==> src/rtl/adb_pkg.sv <==
`timescale 1ns/1ps
package adb_pkg;
    parameter int PIX_W = 12;
    parameter int MIX_W = 12;
    parameter int RND_W = 2;
    parameter int FMT_W = 1;
    parameter int TAP_W = 3;
    parameter int SYNC_STAGES = 2;

    localparam int NUM_PATHS = 5;
    localparam int WORD_W    = NUM_PATHS * TAP_W;
    localparam int CNT_W     = $clog2(WORD_W);

    // Packed MSB first: fmt occupies the top field, pix_a the bottom one.
    typedef struct packed {
        logic [TAP_W-1:0] fmt;
        logic [TAP_W-1:0] rnd;
        logic [TAP_W-1:0] mix;
        logic [TAP_W-1:0] pix_b;
        logic [TAP_W-1:0] pix_a;
    } dly_word_t;

    typedef logic [CNT_W-1:0] cnt_t;

    localparam cnt_t LAST_BIT = cnt_t'(WORD_W - 1);

    function automatic dly_word_t effective_word(input dly_word_t w, input logic byp);
        return byp ? dly_word_t'('0) : w;
    endfunction
endpackage

==> src/rtl/adb_sync.sv <==
`timescale 1ns/1ps
module adb_sync #(
    parameter int W      = 1,
    parameter int STAGES = 2
) (
    input  logic         clk_i,
    input  logic         rst_i,
    input  logic [W-1:0] d_i,
    output logic [W-1:0] q_o
);
    logic [STAGES-1:0][W-1:0] ff_q;

    always_ff @(posedge clk_i) begin
        if (rst_i) begin
            ff_q <= '0;
        end else begin
            ff_q[0] <= d_i;
            for (int i = 1; i < STAGES; i++) begin
                ff_q[i] <= ff_q[i-1];
            end
        end
    end

    assign q_o = ff_q[STAGES-1];
endmodule

==> src/rtl/adb_serial_loader.sv <==
`timescale 1ns/1ps
module adb_serial_loader
    import adb_pkg::*;
(
    input  logic      clk_i,
    input  logic      rst_i,
    input  logic      strobe_i,
    input  logic      data_i,
    output dly_word_t word_o,
    output cnt_t      cnt_o,
    output logic      rise_o
);
    logic strobe_s, data_s, strobe_d;
    logic [WORD_W-1:0] shift_q, shift_nx;
    cnt_t      cnt_q;
    dly_word_t word_q;

    adb_sync #(.W(2), .STAGES(SYNC_STAGES)) u_sync (
        .clk_i (clk_i),
        .rst_i (rst_i),
        .d_i   ({strobe_i, data_i}),
        .q_o   ({strobe_s, data_s})
    );

    always_ff @(posedge clk_i) begin
        if (rst_i) strobe_d <= 1'b0;
        else       strobe_d <= strobe_s;
    end

    assign rise_o   = strobe_s & ~strobe_d;
    assign shift_nx = {data_s, shift_q[WORD_W-1:1]};

    always_ff @(posedge clk_i) begin
        if (rst_i) begin
            shift_q <= '0;
            cnt_q   <= '0;
            word_q  <= '0;
        end else if (rise_o) begin
            shift_q <= shift_nx;
            if (cnt_q == LAST_BIT) begin
                cnt_q  <= '0;
                word_q <= dly_word_t'(shift_nx);
            end else begin
                cnt_q <= cnt_q + 1'b1;
            end
        end
    end

    assign word_o = word_q;
    assign cnt_o  = cnt_q;
endmodule

==> src/rtl/adb_tap_delay.sv <==
`timescale 1ns/1ps
module adb_tap_delay #(
    parameter int W     = 8,
    parameter int TAP_W = 3
) (
    input  logic             clk_i,
    input  logic             rst_i,
    input  logic [W-1:0]     din_i,
    input  logic [TAP_W-1:0] sel_i,
    output logic [W-1:0]     dout_o
);
    localparam int DEPTH = (1 << TAP_W) - 1;

    logic [DEPTH-1:0][W-1:0] stage_q;
    logic [DEPTH:0][W-1:0]   tap_w;

    always_ff @(posedge clk_i) begin
        if (rst_i) begin
            stage_q <= '0;
        end else begin
            stage_q[0] <= din_i;
            for (int i = 1; i < DEPTH; i++) begin
                stage_q[i] <= stage_q[i-1];
            end
        end
    end

    always_comb begin
        tap_w[0] = din_i;
        for (int i = 1; i <= DEPTH; i++) begin
            tap_w[i] = stage_q[i-1];
        end
    end

    assign dout_o = tap_w[sel_i];
endmodule

==> src/rtl/alignment_delay_bank.sv <==
`timescale 1ns/1ps
module alignment_delay_bank
    import adb_pkg::*;
(
    input  logic             clk_i,
    input  logic             rst_i,
    input  logic [PIX_W-1:0] pix_a_i,
    input  logic [PIX_W-1:0] pix_b_i,
    input  logic [MIX_W-1:0] mix_i,
    input  logic [RND_W-1:0] rnd_i,
    input  logic [FMT_W-1:0] fmt_i,
    input  logic             ld_strobe_i,
    input  logic             ld_data_i,
    input  logic             bypass_i,
    output logic [PIX_W-1:0] pix_a_o,
    output logic [PIX_W-1:0] pix_b_o,
    output logic [MIX_W-1:0] mix_o,
    output logic [RND_W-1:0] rnd_o,
    output logic [FMT_W-1:0] fmt_o
);
    dly_word_t active_word;
    dly_word_t eff_word;
    cnt_t      load_cnt;
    logic      strobe_rise;

    adb_serial_loader u_loader (
        .clk_i    (clk_i),
        .rst_i    (rst_i),
        .strobe_i (ld_strobe_i),
        .data_i   (ld_data_i),
        .word_o   (active_word),
        .cnt_o    (load_cnt),
        .rise_o   (strobe_rise)
    );

    assign eff_word = effective_word(active_word, bypass_i);

    adb_tap_delay #(.W(PIX_W), .TAP_W(TAP_W)) u_dly_a (
        .clk_i(clk_i), .rst_i(rst_i), .din_i(pix_a_i), .sel_i(eff_word.pix_a), .dout_o(pix_a_o));
    adb_tap_delay #(.W(PIX_W), .TAP_W(TAP_W)) u_dly_b (
        .clk_i(clk_i), .rst_i(rst_i), .din_i(pix_b_i), .sel_i(eff_word.pix_b), .dout_o(pix_b_o));
    adb_tap_delay #(.W(MIX_W), .TAP_W(TAP_W)) u_dly_m (
        .clk_i(clk_i), .rst_i(rst_i), .din_i(mix_i), .sel_i(eff_word.mix), .dout_o(mix_o));
    adb_tap_delay #(.W(RND_W), .TAP_W(TAP_W)) u_dly_r (
        .clk_i(clk_i), .rst_i(rst_i), .din_i(rnd_i), .sel_i(eff_word.rnd), .dout_o(rnd_o));
    adb_tap_delay #(.W(FMT_W), .TAP_W(TAP_W)) u_dly_f (
        .clk_i(clk_i), .rst_i(rst_i), .din_i(fmt_i), .sel_i(eff_word.fmt), .dout_o(fmt_o));
endmodule

==> config.mk <==
export PLATFORM = sky130hd
export DESIGN_NAME = alignment_delay_bank
export DESIGN_NICKNAME = d
export VERILOG_FILES = /design/src/rtl/adb_pkg.sv /design/src/rtl/adb_sync.sv /design/src/rtl/adb_serial_loader.sv /design/src/rtl/adb_tap_delay.sv /design/src/rtl/alignment_delay_bank.sv
export SDC_FILE = /design/constraint.sdc
export NUM_CORES = 1
export LEC_CHECK = 0
export ABC_CLOCK_PERIOD_IN_PS = 2000
export BUFFER_PORTS_ARGS = -buffer_cell sky130_fd_sc_hd__buf_2
export CORE_ASPECT_RATIO = 0.8
export CORE_UTILIZATION = 59
export CTS_BUF_LIST = sky130_fd_sc_hd__clkbuf_16
export DETAILED_ROUTE_END_ITERATION = 8
export GPL_ROUTABILITY_DRIVEN = 0
export PLACE_DENSITY = 0.78
export SETUP_SLACK_MARGIN = 0.5
export SYNTH_ARGS = -nofsm -noshare
export SYNTH_HDL_FRONTEND = slang
export SYNTH_HIERARCHICAL = 1
export SYNTH_SLANG_ARGS = --single-unit
==> constraint.sdc <==
create_clock -name clk_i -period 2 [get_ports clk_i]
set_clock_uncertainty 0.05 [all_clocks]
set_input_delay 0.2 -clock clk_i [delete_from_list [all_inputs] [get_ports clk_i]]
set_output_delay 0.2 -clock clk_i [all_outputs]
set_load 0.01 [all_outputs]
==> summary.md, run 1 <==
The placeable core area is 0.0190 mm^2. The most prevalent standard cell on the critical path is sky130_fd_sc_hd__buf_12. Among cell families on the critical path, the largest total delay comes from multiplexers.

At the pin with the least slew margin, the transition time is 396 ps. The final route contains 6594 vias. The most used flip-flop cell after synthesis is sky130_fd_sc_hd__dfxtp_1. The number of nets in the finished design was 1067.

The delay contributed by the slowest stage of the critical path was 500 ps. The area of the die was 0.0201 mm^2; the power density relative to cell area was 916 mW/mm^2. After routing the design area is 0.0141 mm^2. Setup violations remaining at the end of the flow were counted as 39.

The number of placement rows was 45. The buffering stage count on the worst path with inverters included came out at 3. Before antenna repair, the detailed router went through 4 iterations.

The final period demand of the worst path came out at 2490 ps. Counting the buffers created by CTS gives 29. The minimum setup slack in the final design was -491 ps. By area the synthesized netlist is led by sky130_fd_sc_hd__dfxtp_1 54%, sky130_fd_sc_hd__mux4_1 16%, sky130_fd_sc_hd__nor2b_1 15%, sky130_fd_sc_hd__mux2_2 3.8%, sky130_fd_sc_hd__mux4_2 1.8%. The flop-to-flop setup slack came out at 580 ps.

sky130_fd_sc_hd__dfxtp_1 is the most common cell in the netlist. The violation count after the first detailed-routing iteration came out at 391. Counting flops with an async set or reset pin after synthesis yields a share of 0%.

The capture point of the worst path is mix_o[9]. The logs give 3 for the maximum number of buffers from clock root to sink and 935 for the post-synthesis net count. The cell at the root of the clock tree was sky130_fd_sc_hd__clkbuf_16. The number of I/O pins was 83; the count of buffers inserted at the top-level ports was 82. In the final layout, the share of cells above drive strength 1 is 28.4%. The total inserted antenna cells is 0, and the pin count of the biggest net entering global routing is 86. Walking the worst path, the cells encountered are nor2b_4, buf_12, buf_12, mux4_2, mux2_4, buf_6.

The initial core utilization came out at 60.4%. Setup repair after global routing could not meet its margin everywhere. Of the available clock period, the critical path in the final layout requires 125%.

Yosys mapped a number of flops with a built-in enable equal to 0. The count of antenna-violating nets left after detailed routing is 0, and the peak clock frequency supported by timing is 0.401 GHz. Summed over all cells, the static leakage comes to 5.40 nW. The detail-routed via count per cell was 5.07; the global-route wire length before repair was 33900 um. Hold violation total from the final report: 0. The sum of net half-perimeters after detailed placement is 11700 um, and the number of global-route vias before repair is 6835. The worst register-to-register path begins at u_loader/cnt_o[2]. Element type at the critical path start: a flip-flop.

The number of standard cells after synthesis was 891. The tool flagged a number of max-cap violations equal to 0. The number of gates on the worst path with buffers counted was 6.

For the worst flop-to-flop path, the logic depth is 4. The tools report the launching element of the worst setup path as u_loader/word_o[6]. The maximum resistive drop on vdd is 0.800 mV, and the vertical die dimension is 127 um.

Relative to the synthesized area, the layout overhead comes to 22.7%. The routed wire length is 21000 um, and the utilization of the core after routing is 74.1%. The residual overflow from global routing is 0, and the routed length per instance is 16.2 um.

The path class of the tightest hold or removal check is primary input to flip-flop. Relative max-transition margin: 73.6%. In this run, synthesis produced a sequential element count of 311. STA puts the critical path data arrival time at 2240 ps.

In the synthesized netlist, the cells that appear most often are 311 x sky130_fd_sc_hd__dfxtp_1, 282 x sky130_fd_sc_hd__nor2b_1, 69 x sky130_fd_sc_hd__mux4_1. After clock tree synthesis, the clock-pin slew on the worst setup and hold paths is 70 ps. The worst-path cell with the longest stage delay was sky130_fd_sc_hd__mux4_2.

The classification of the worst setup path is flip-flop to output port. The endpoint of the worst-slack reg-to-reg timing path was u_loader/word_o[3]. Horizontal die dimension: 158 um. For the clock latency on the worst-skew pair, the log shows 540 ps.

The Yosys step of the flow raised 6 warnings. The dominant cell type by area after synthesis is sky130_fd_sc_hd__dfxtp_1. TritonCTS built the clock tree. In this run the worst path has a maximum fanout of 11. The global-route usage over all layers came out at 21.1%. The total cell area at the placement stage was 0.0123 mm^2; the maximum level of the CTS H-tree was 1. The synthesized netlist contains 28 unique library cells. The post-detailed-route DRC marker count was 0. Summing the sequential cell areas from Yosys gives 54.1% of the chip area. The run gives 0 as the number of antenna violations at the first check in global routing.

Max-slew violation count: 0. The run finished, with violations left. After synthesis the cells add up to 0.0115 mm^2. The share of synthesized area in the top cell type comes to 54.1%. Post-synthesis area per instance: 12.9 um^2. The final reports fail on setup timing. Counting every sink on the clock net gives 311.

The worst path required time came out at 1750 ps. The tools report the type of destination of the critical path as an output port.
[stage by stage]
step	power, mW	instances	hold WS (ps)	worst slack [ps]	setup TNS (ps)
2_1_floorplan	6.86	891	222	276	0
3_3_place_gp	7.03	1199	370	-45.0	-620
3_5_place_dp	7.04	1199	373	-69.2	-905
4_1_cts	13.0	1299	349	-520	-17710
5_1_grt	13.4	1301	372	-573	-19440
6_report	12.9	1301	372	-491	-16490
[power breakdown]
group	leakage [nW]	internal (mW)	switching, mW	total [mW]
combinational	2.38	0.388	0.268	0.656
sequential	2.53	6.32	0.0620	6.38
clock	0.484	3.54	2.35	5.89
[worst reg2reg max path: stages, from the launching register on]
cell and delay (ps):
sky130_fd_sc_hd__dfxtp_1 440, sky130_fd_sc_hd__nand4b_2 190, sky130_fd_sc_hd__nor3b_4 210, sky130_fd_sc_hd__buf_4 230, sky130_fd_sc_hd__mux2i_1 200
[cells by family (layout without fill, tap and decap cells)]
| logic type | after synthesis | count (layout) | synth area share (%) |
|---|---|---|---|
| AND/OR/NAND/NOR | 351 | 351 | 18.8 |
| flip-flops | 311 | 311 | 54.1 |
| multiplexers | 128 | 128 | 22.3 |
| buffers and inverters | 70 | 222 | 3.18 |
| AO/OA/AOI/OAI | 31 | 31 | 1.59 |
[layer usage]
layer	vias to the layer above	wire (um)	GRT usage, %
li1	3252	-	-
met2	105	9640	34.2
met5	-	0	0
met3	31	706	3.52
met4	0	391	5.60
met1	3206	10300	29.5
[how the worst min path moves through the flow]
stage | startpoint | depth (start not counted) | endpoint
3_3_place_gp | pix_b_i[3] | 2 | u_dly_b/stage_q[3]
4_1_cts | pix_a_i[8] | 3 | u_dly_a/stage_q[8]
3_5_place_dp | u_loader/u_sync/ff_q[0] | 1 | u_loader/u_sync/q_o[0]
5_1_grt | pix_b_i[11] | 3 | u_dly_b/stage_q[11]
2_1_floorplan | rst_i | 1 | u_dly_f/stage_q[0]
6_report | pix_a_i[9] | 3 | u_dly_a/stage_q[9]
[cell type report]
| cell class | instances | area (um^2) |
|---|---|---|
| Clock buffer | 29 | 726 |
| Clock inverter | 22 | 294 |
| Fill cell | 1221 | 4920 |
| Inverter | 8 | 30.0 |
| Multi-Input combinational cell | 510 | 4850 |
| Sequential cell | 311 | 6230 |
| Tap cell | 258 | 323 |
| Timing Repair Buffer | 163 | 1660 |
[registers in the layout (all words and copies together) (netlist names)]
signal	cells
u_dly_r/stage_q	14
u_loader/word_o	15
u_dly_b/stage_q	84
u_loader/u_sync/q_o	2
u_dly_f/stage_q	7
u_dly_a/stage_q	84
u_dly_m/stage_q	84
u_loader/u_sync/ff_q	2
u_loader/strobe_d	1
u_loader/cnt_o	4
u_loader/shift_q	14
[cell usage in the layout, fill, tap and decap left out, types with 6 or more instances in the layout]
master	Yosys	routed
sky130_fd_sc_hd__mux4_2	9	72
sky130_fd_sc_hd__buf_12	0	22
sky130_fd_sc_hd__dlygate4sd3_1	0	44
sky130_fd_sc_hd__mux2_4	0	39
sky130_fd_sc_hd__clkinvlp_4	0	6
sky130_fd_sc_hd__nand2_1	30	30
sky130_fd_sc_hd__mux2i_1	11	11
sky130_fd_sc_hd__buf_6	11	36
sky130_fd_sc_hd__dfxtp_1	311	306
sky130_fd_sc_hd__clkbuf_16	0	29
sky130_fd_sc_hd__nand2b_1	21	21
sky130_fd_sc_hd__nor2b_1	282	282
sky130_fd_sc_hd__inv_1	7	8
sky130_fd_sc_hd__buf_4	2	14
sky130_fd_sc_hd__bufinv_16	0	7
sky130_fd_sc_hd__mux4_1	69	6
sky130_fd_sc_hd__a21oi_1	22	22
sky130_fd_sc_hd__buf_2	10	45
[repair_timing]
action,CTS,global route
hold buffers,44,0
setup endpoints to repair,39,40
pin swaps,0,0
cloned,1,0
endpoints found under the hold margin,58,0
gates resized for setup,48,2
buffers inserted,4,2
No activity file was read; power rests on OpenSTA's default activity.
==> run 2: changes to the inputs <==
--- a/config.mk
+++ b/config.mk
@@ -8,6 +8,7 @@
 export ABC_CLOCK_PERIOD_IN_PS = 2000
 export BUFFER_PORTS_ARGS = -buffer_cell sky130_fd_sc_hd__buf_2
 export CORE_ASPECT_RATIO = 0.8
+export CORE_MARGIN = 2
 export CORE_UTILIZATION = 59
 export CTS_BUF_LIST = sky130_fd_sc_hd__clkbuf_16
 export DETAILED_ROUTE_END_ITERATION = 8
==> run 2 against run 1 <==
  * The flow still finishes with violations (setup timing)
  * Core utilization decreased by 1.3 points
  * First-iteration DRC count shrank 6.1%
  * Critical path depth stayed put
  * Critical endpoint is now pix_a_o[10]
==> summary.md, run 2 (synthesis gave the netlist of run 1 again) <==
The flow ran to the end, but the final reports show violations. The final reports fail on setup timing. The final setup violation count was 39. Counting buffers and inverters, the worst setup path is 6 cells deep. Hold timing on the final database bottoms out at a slack of 10.9 ps. The maximum level of the CTS H-tree is 1, and the initial core utilization is 60.4%.

From bottom edge to top edge, the die measures 129 um. The tools report the number of detailed-route iterations in the first pass as 4. Classification of the worst setup path: flip-flop to output port. 83 I/O pins were placed.

The library cells used most frequently in the layout, excluding fill and tap cells, are 305 x sky130_fd_sc_hd__dfxtp_1, 282 x sky130_fd_sc_hd__nor2b_1, 74 x sky130_fd_sc_hd__mux4_2. For the number of buffers created by CTS, the log shows 28. The worst hold path was traced through 2 stages. Clock-pin slew was measured on the worst setup and hold paths at 60 ps. The logs give 53.5% for the proportion of power drawn by flip-flops and latches and 65.5% for the relative max-transition margin. The largest registers in the layout are u_dly_a/stage_q x84, u_dly_b/stage_q x84, u_dly_m/stage_q x84. The share of total power dissipated in the clock network is 41.1%. Net switching is 21.0% of the power.

The buffering stage count on the worst path with inverters included works out to 3. The core region is 0.0190 mm^2. Using the TritonRoute via totals, the vias-per-cell ratio works out to 5.07. Entering global routing, the biggest net connects 85 pins.

For the worst setup path, the data required time is 1750 ps. The floorplan step set the die width to 160 um. CTS placed an instance of sky130_fd_sc_hd__clkbuf_16 at the clock tree root. Counting every sink on the clock net gives 311. Summed over all layers, the routed wires come to 20200 um. After layout, the minimum clock period comes to 2490 ps. For the global-route wire length before repair, the log shows 33600 um. The die covers 0.0206 mm^2. The number of nets in the finished design came out at 1065. For the worst setup path, the data arrival time is 2240 ps. For this design the ratio of total power to cell area is 861 mW/mm^2. The worst-path cell with the longest stage delay was sky130_fd_sc_hd__mux4_2. The worst-case IR drop observed on VDD is 0.741 mV.

Once detail routing completed, the nets flagged for antenna violations numbered 0. For the area used by multi-input combinational logic, the log shows 0.00484 mm^2. The worst setup path is captured at an output port.

Summed over all cells, the static leakage comes to 5.32 nW. The max-capacitance violation count was 0; the number of fill cells was 1331. For the max-slew violation count, the log shows 0.

Measured in cells, the most critical reg-to-reg path has a length of 4. The most prevalent standard cell on the critical path was sky130_fd_sc_hd__buf_12. The run gives -495 ps as the minimum setup slack in the final design.

The maximum number of buffers from clock root to sink was 3. The initialized floorplan defines 45 standard-cell rows. Once detailed placement completed, the half-perimeter wirelength came to 12100 um. The worst hold path belongs to the class primary input to flip-flop.

The tools report the number of global-route vias before repair as 6693. Leaving out fill and tap cells, the most frequent cell in the layout is sky130_fd_sc_hd__dfxtp_1. The share of the clock period used by the worst path after layout was 125%; the total cell area at the placement stage was 0.0123 mm^2.

At the pin with the least slew margin, the transition time is 518 ps. In the global route stage, overall resource usage came out at 20.0%. In the final routed layout, each cell accounts on average for 15.6 um.

The fraction of layout cells with a size suffix above 1 was 28.2%. The worst setup path is launched from a flip-flop. Relative to the synthesized area, the layout overhead comes to 20.5%. For the peak clock frequency supported by timing, the log shows 0.401 GHz. Per report_power, the combinational group accounts for 5.3% of the total.

The analysis attributes to net switching a power of 2.51 mW. For this run, the slowest stage of the critical path takes 490 ps. Summing over every cut layer, the via total after detailed routing is 6576. The tools report the hold violation total from the final report as 0.

Gate family responsible for the most delay along the worst path: multiplexers. The sequential cell area came out at 0.00623 mm^2. The internal power summed over all cells was 9.42 mW; the violation count after the first detailed-routing iteration was 367. Once layout is done, the placed cells without fillers occupy 0.0139 mm^2.

The count of buffers inserted at the top-level ports was 82. TritonCTS built the clock tree. Of all nets on the critical path, the largest fanout is 6. For the number of antenna violations at the first check in global routing, the log shows 2. The post-detailed-route DRC marker count was 0.

Setup repair after global routing could not meet its margin everywhere. Traced cell by cell, the critical path runs through and2b_2, buf_12, buf_12, mux4_2, mux2_4, buf_6. For the utilization of the core after routing, the log shows 72.8%. Summed over all layers, the global routing overflow is 0.

The clock latency on the worst-skew pair was 530 ps.
-- run 2: cell types whose count changed in the layout (fill, tap and decap cells not counted), sizes merged --
cell and change:
dlygate4sd3 -3, inv +5, clkinvlp -6, buf +2
diode +2, clkinv +3, bufinv -6
-- run 2: final timing paths --
kind                           startpoint                     end  slack [ps]
setup / recovery       u_loader/word_o[0]             pix_a_o[10]        -490
hold / removal                      rst_i     u_dly_a/stage_q[59]          10
setup reg to reg        u_loader/cnt_o[2]      u_loader/word_o[3]         580
hold reg to reg   u_loader/u_sync/ff_q[0]  u_loader/u_sync/q_o[0]         390
-- run 2: worst register-to-register path, cell delays in order (launching register included) --
cell                       delay [ps]
sky130_fd_sc_hd__dfxtp_1          420
sky130_fd_sc_hd__nand4b_2         190
sky130_fd_sc_hd__nor3b_4          290
sky130_fd_sc_hd__buf_12           190
sky130_fd_sc_hd__mux2i_1          190
-- run 2: power groups by stage --
stage | logic [mW] | registers [mW] | clock network, mW
final | 0.636 | 6.38 | 4.91
after detailed placement | 0.524 | 6.52 | 0
after global placement | 0.510 | 6.51 | 0
after global routing | 0.688 | 6.39 | 5.29
after CTS | 0.634 | 6.38 | 5.03
after floorplan | 0.366 | 6.49 | 0
-- run 2: stage by stage --
step | total power, mW | setup WS (ps) | setup TNS (ps) | instances
floorplan | 6.86 | 276 | 0 | 891
global placement | 7.03 | -47.0 | -715 | 1200
detailed placement | 7.04 | -68.7 | -1210 | 1200
CTS | 12.0 | -521 | -17920 | 1295
global route | 12.4 | -561 | -19560 | 1296
finish | 11.9 | -495 | -16720 | 1298
-- run 2: layer usage --
layer	GRT usage (%)	wire, um	vias to the layer above
met2	31.9	9030	100
met4	5.46	380	0
li1	-	-	3257
met5	0	0	-
met3	3.68	786	35
met1	28.7	10000	3184
-- run 2: area by class of cell --
class / count / area share, %
Inverter: 8 / 0.217
Clock buffer: 29 / 5.24
Tap cell: 258 / 2.33
Antenna cell: 2 / 0.0361
Timing Repair Buffer: 162 / 11.5
Sequential cell: 311 / 45.0
Clock inverter: 18 / 0.740
Multi-Input combinational cell: 510 / 34.9
-- run 2: repair_timing --
| action | 4_1_cts | 5_1_grt |
|---|---|---|
| hold endpoints to repair | 41 | 0 |
| cloned | 1 | 0 |
| pin swaps | 1 | 1 |
| hold buffers | 41 | 0 |
| setup buffers | 6 | 1 |
| gates resized for setup | 46 | 6 |
| endpoints found under the setup margin | 46 | 47 |
==> run 3: changes to the inputs <==
--- a/config.mk
+++ b/config.mk
@@ -13,7 +13,7 @@
 export CTS_BUF_LIST = sky130_fd_sc_hd__clkbuf_16
 export DETAILED_ROUTE_END_ITERATION = 8
 export GPL_ROUTABILITY_DRIVEN = 0
-export PLACE_DENSITY = 0.78
+export PLACE_DENSITY = 0.76
 export SETUP_SLACK_MARGIN = 0.5
 export SYNTH_ARGS = -nofsm -noshare
 export SYNTH_HDL_FRONTEND = slang
==> run 3 against run 2 <==
  * The flow still finishes with violations (setup timing)
  * Clock power down 3%
  * Setup slack worse by 4.0 ps
  * Critical path depth unchanged
==> summary.md, run 3 (synthesis gave the netlist of run 1 again) <==
The flow ran to the end, but the final reports show violations. The final reports fail on setup timing. The initial core utilization was 60.4%; the number of global-route vias before repair was 6665.

Entering global routing, the biggest net connects 115 pins. After floorplanning, the core was sized to cover 0.0190 mm^2. The tools report the beginning of the worst hold path as mix_i[0]. The detailed router placed 6597 vias in this run. The run gives 1 as the maximum level of the CTS H-tree. For the max-slew violation count, the log shows 0. The number of I/O pins was 83; the global-route usage over all layers was 19.5%. The residual overflow from global routing was 0. The tools report the count of antenna-violating nets left after detailed routing as 0. In this run the critical register-to-register path is launched from u_loader/cnt_o[0]. TritonCTS built the clock tree. The run gives 530 ps as the clock latency on the worst-skew pair. The class of the most critical hold timing path is primary input to flip-flop.

In this design, the largest share of critical-path delay is due to multiplexers. At the pin with the least slew margin, the transition time is 483 ps. The logs give -499 ps for the minimum setup slack in the final design and 3 for the maximum number of buffers from clock root to sink. The run gives 383 as the violation count after the first detailed-routing iteration. Clock-pin slew reported for the worst setup and hold paths after clock tree synthesis: 70 ps. The worst-path cell with the longest stage delay was sky130_fd_sc_hd__mux4_2. Sequential cells burn 54.1% of the power. The first global-routing pass estimated 33200 um of wire. The post-detailed-route DRC marker count was 0; the utilization of the core after routing was 73.3%. The vertical die dimension is 129 um.

VDD sags by at most 0.615 mV. The share of total power dissipated in combinational logic is 5.5%. On the worst path, the slowest cell contributes a delay of 500 ps. For this block, the routed nets add up to 19900 um of wire. In this run the static leakage power is 5.37 nW. For the final setup violation count, the log shows 39. Walking the worst path, the cells encountered are nor2b_4, buf_12, buf_12, mux4_2, mux2_4, buf_6.

In this run the power spent charging and discharging nets is 2.50 mW. The data arrival time at the worst-slack endpoint is 2250 ps. The post-placement setup slack came out at -68.8 ps.

For this run, the detailed router's first-pass iteration total came to 4. The worst path required time was 1750 ps. STA classifies the critical path startpoint as a flip-flop. Measured along the x axis, the die boundary spans 160 um. The largest fanout on the critical path came out at 10. Tracing the worst setup path back leads to its startpoint at u_loader/word_o[6]. The cell at the root of the clock tree was sky130_fd_sc_hd__clkbuf_16.

The fraction of layout cells with a size suffix above 1 is 27.5%, and the count of buffers inserted at the top-level ports is 82. The most prevalent standard cell on the critical path was sky130_fd_sc_hd__buf_12. The final period demand of the worst path is 2500 ps. Max-cap violations in this run came to 0.

The synthesis-to-layout area growth came out at 21.3%. The number of nets in the finished design is 1069, and the worst hold slack across all endpoints is 379 ps. The portion of total power attributed to the clock network was 40.5%; the routed length per instance was 15.2 um.

The share of total power consumed by net switching was 21.2%. The power density relative to cell area is 846 mW/mm^2, and the number of antenna violations at the first check in global routing is 1. The hold violation total from the final report was 0; the buffering stage count on the worst path with inverters included was 3. After detailed routing, the number of vias per cell comes to 5.05.

In the final layout, the registers with the most flip-flops are u_dly_a/stage_q x84, u_dly_b/stage_q x84, u_dly_m/stage_q x84. The most frequent standard cell in the layout excluding fill and tap cells was sky130_fd_sc_hd__dfxtp_1. Of the available clock period, the critical path in the final layout requires 125%. Total power for the finished layout comes to 11.8 mW.

The peak clock frequency supported by timing was 0.400 GHz. The worst setup path is of the flip-flop to output port kind. The relative max-transition margin was 67.8%; the total clock sinks was 311. Setup repair after global routing could not meet its margin everywhere. Leaving out fill and tap cells, the most frequent cells in the layout are 306 x sky130_fd_sc_hd__dfxtp_1, 282 x sky130_fd_sc_hd__nor2b_1, 75 x sky130_fd_sc_hd__mux4_2. The tools report the type of destination of the critical path as an output port. The internal power of the cells totals 9.30 mW. Once detailed placement completed, the half-perimeter wirelength came to 11200 um. The die covers 0.0206 mm^2. The number of buffers created by CTS was 28; the number of placement rows was 45.
## run 3: cell count changes in the layout (fill, tap and decap cells not counted), sizes merged
cell         before  now
buf             121  119
bufinv            1    0
clkbuf           29   31
clkinv           11   13
diode             2    1
dlygate4sd3      41   45
inv              14   18
## run 3: area by class of cell
type,instances,area [um^2]
repair buffers,166,1710
flip-flops and latches,311,6230
diodes,1,2.50
well taps,258,323
clock inverters,23,90.1
inverters,8,30.0
fillers,1270,5080
multi-input cells,510,4840
clock buffers,29,726
## run 3: per-stage QoR
stage          cells  TNS (ps)  instance area, um^2
2_1_floorplan    891         0                11500
3_3_place_gp    1197      -444                12300
3_5_place_dp    1197      -624                12300
4_1_cts         1301    -17530                13800
5_1_grt         1306    -19810                14000
6_report        1306    -16980                14000
## run 3: path summary, 6_finish.rpt
check	endpoint	slack (ps)	depth (start not counted)
setup / recovery	mix_o[5]	-500	6
setup reg to reg	u_loader/cnt_o[2]	640	3
hold reg to reg	u_loader/u_sync/q_o[0]	390	1
hold / removal	u_dly_m/stage_q[0]	380	3
## run 3: tightest hold or removal path: stages
cell and delay (ps):
sky130_fd_sc_hd__buf_2 80, sky130_fd_sc_hd__dlygate4sd3_1 530, sky130_fd_sc_hd__nor2b_1 110
## run 3: timing repair
action,4_1_cts,5_1_grt
hold endpoints to repair,64,0
setup endpoints to repair,39,47
buffers inserted,6,2
resized for setup,49,11
cloned,1,2
hold buffers,45,0
## run 3: per-layer routing
metal  track usage [%]  vias to the layer above  wire [um]
met5                 0                        -          0
met4              5.56                        0        405
met3              3.90                       29        769
met2              30.6                      102       8820
met1              28.0                     3206       9860
li1                  -                     3260          -
## run 3: power by group through the flow
stage               Combinational (mW)  Sequential [mW]  Clock [mW]
finish                           0.646             6.38        4.78
floorplan                        0.366             6.49           0
CTS                              0.639             6.38        4.89
detailed placement               0.520             6.51           0
global placement                 0.513             6.51           0
global route                     0.700             6.39        5.16
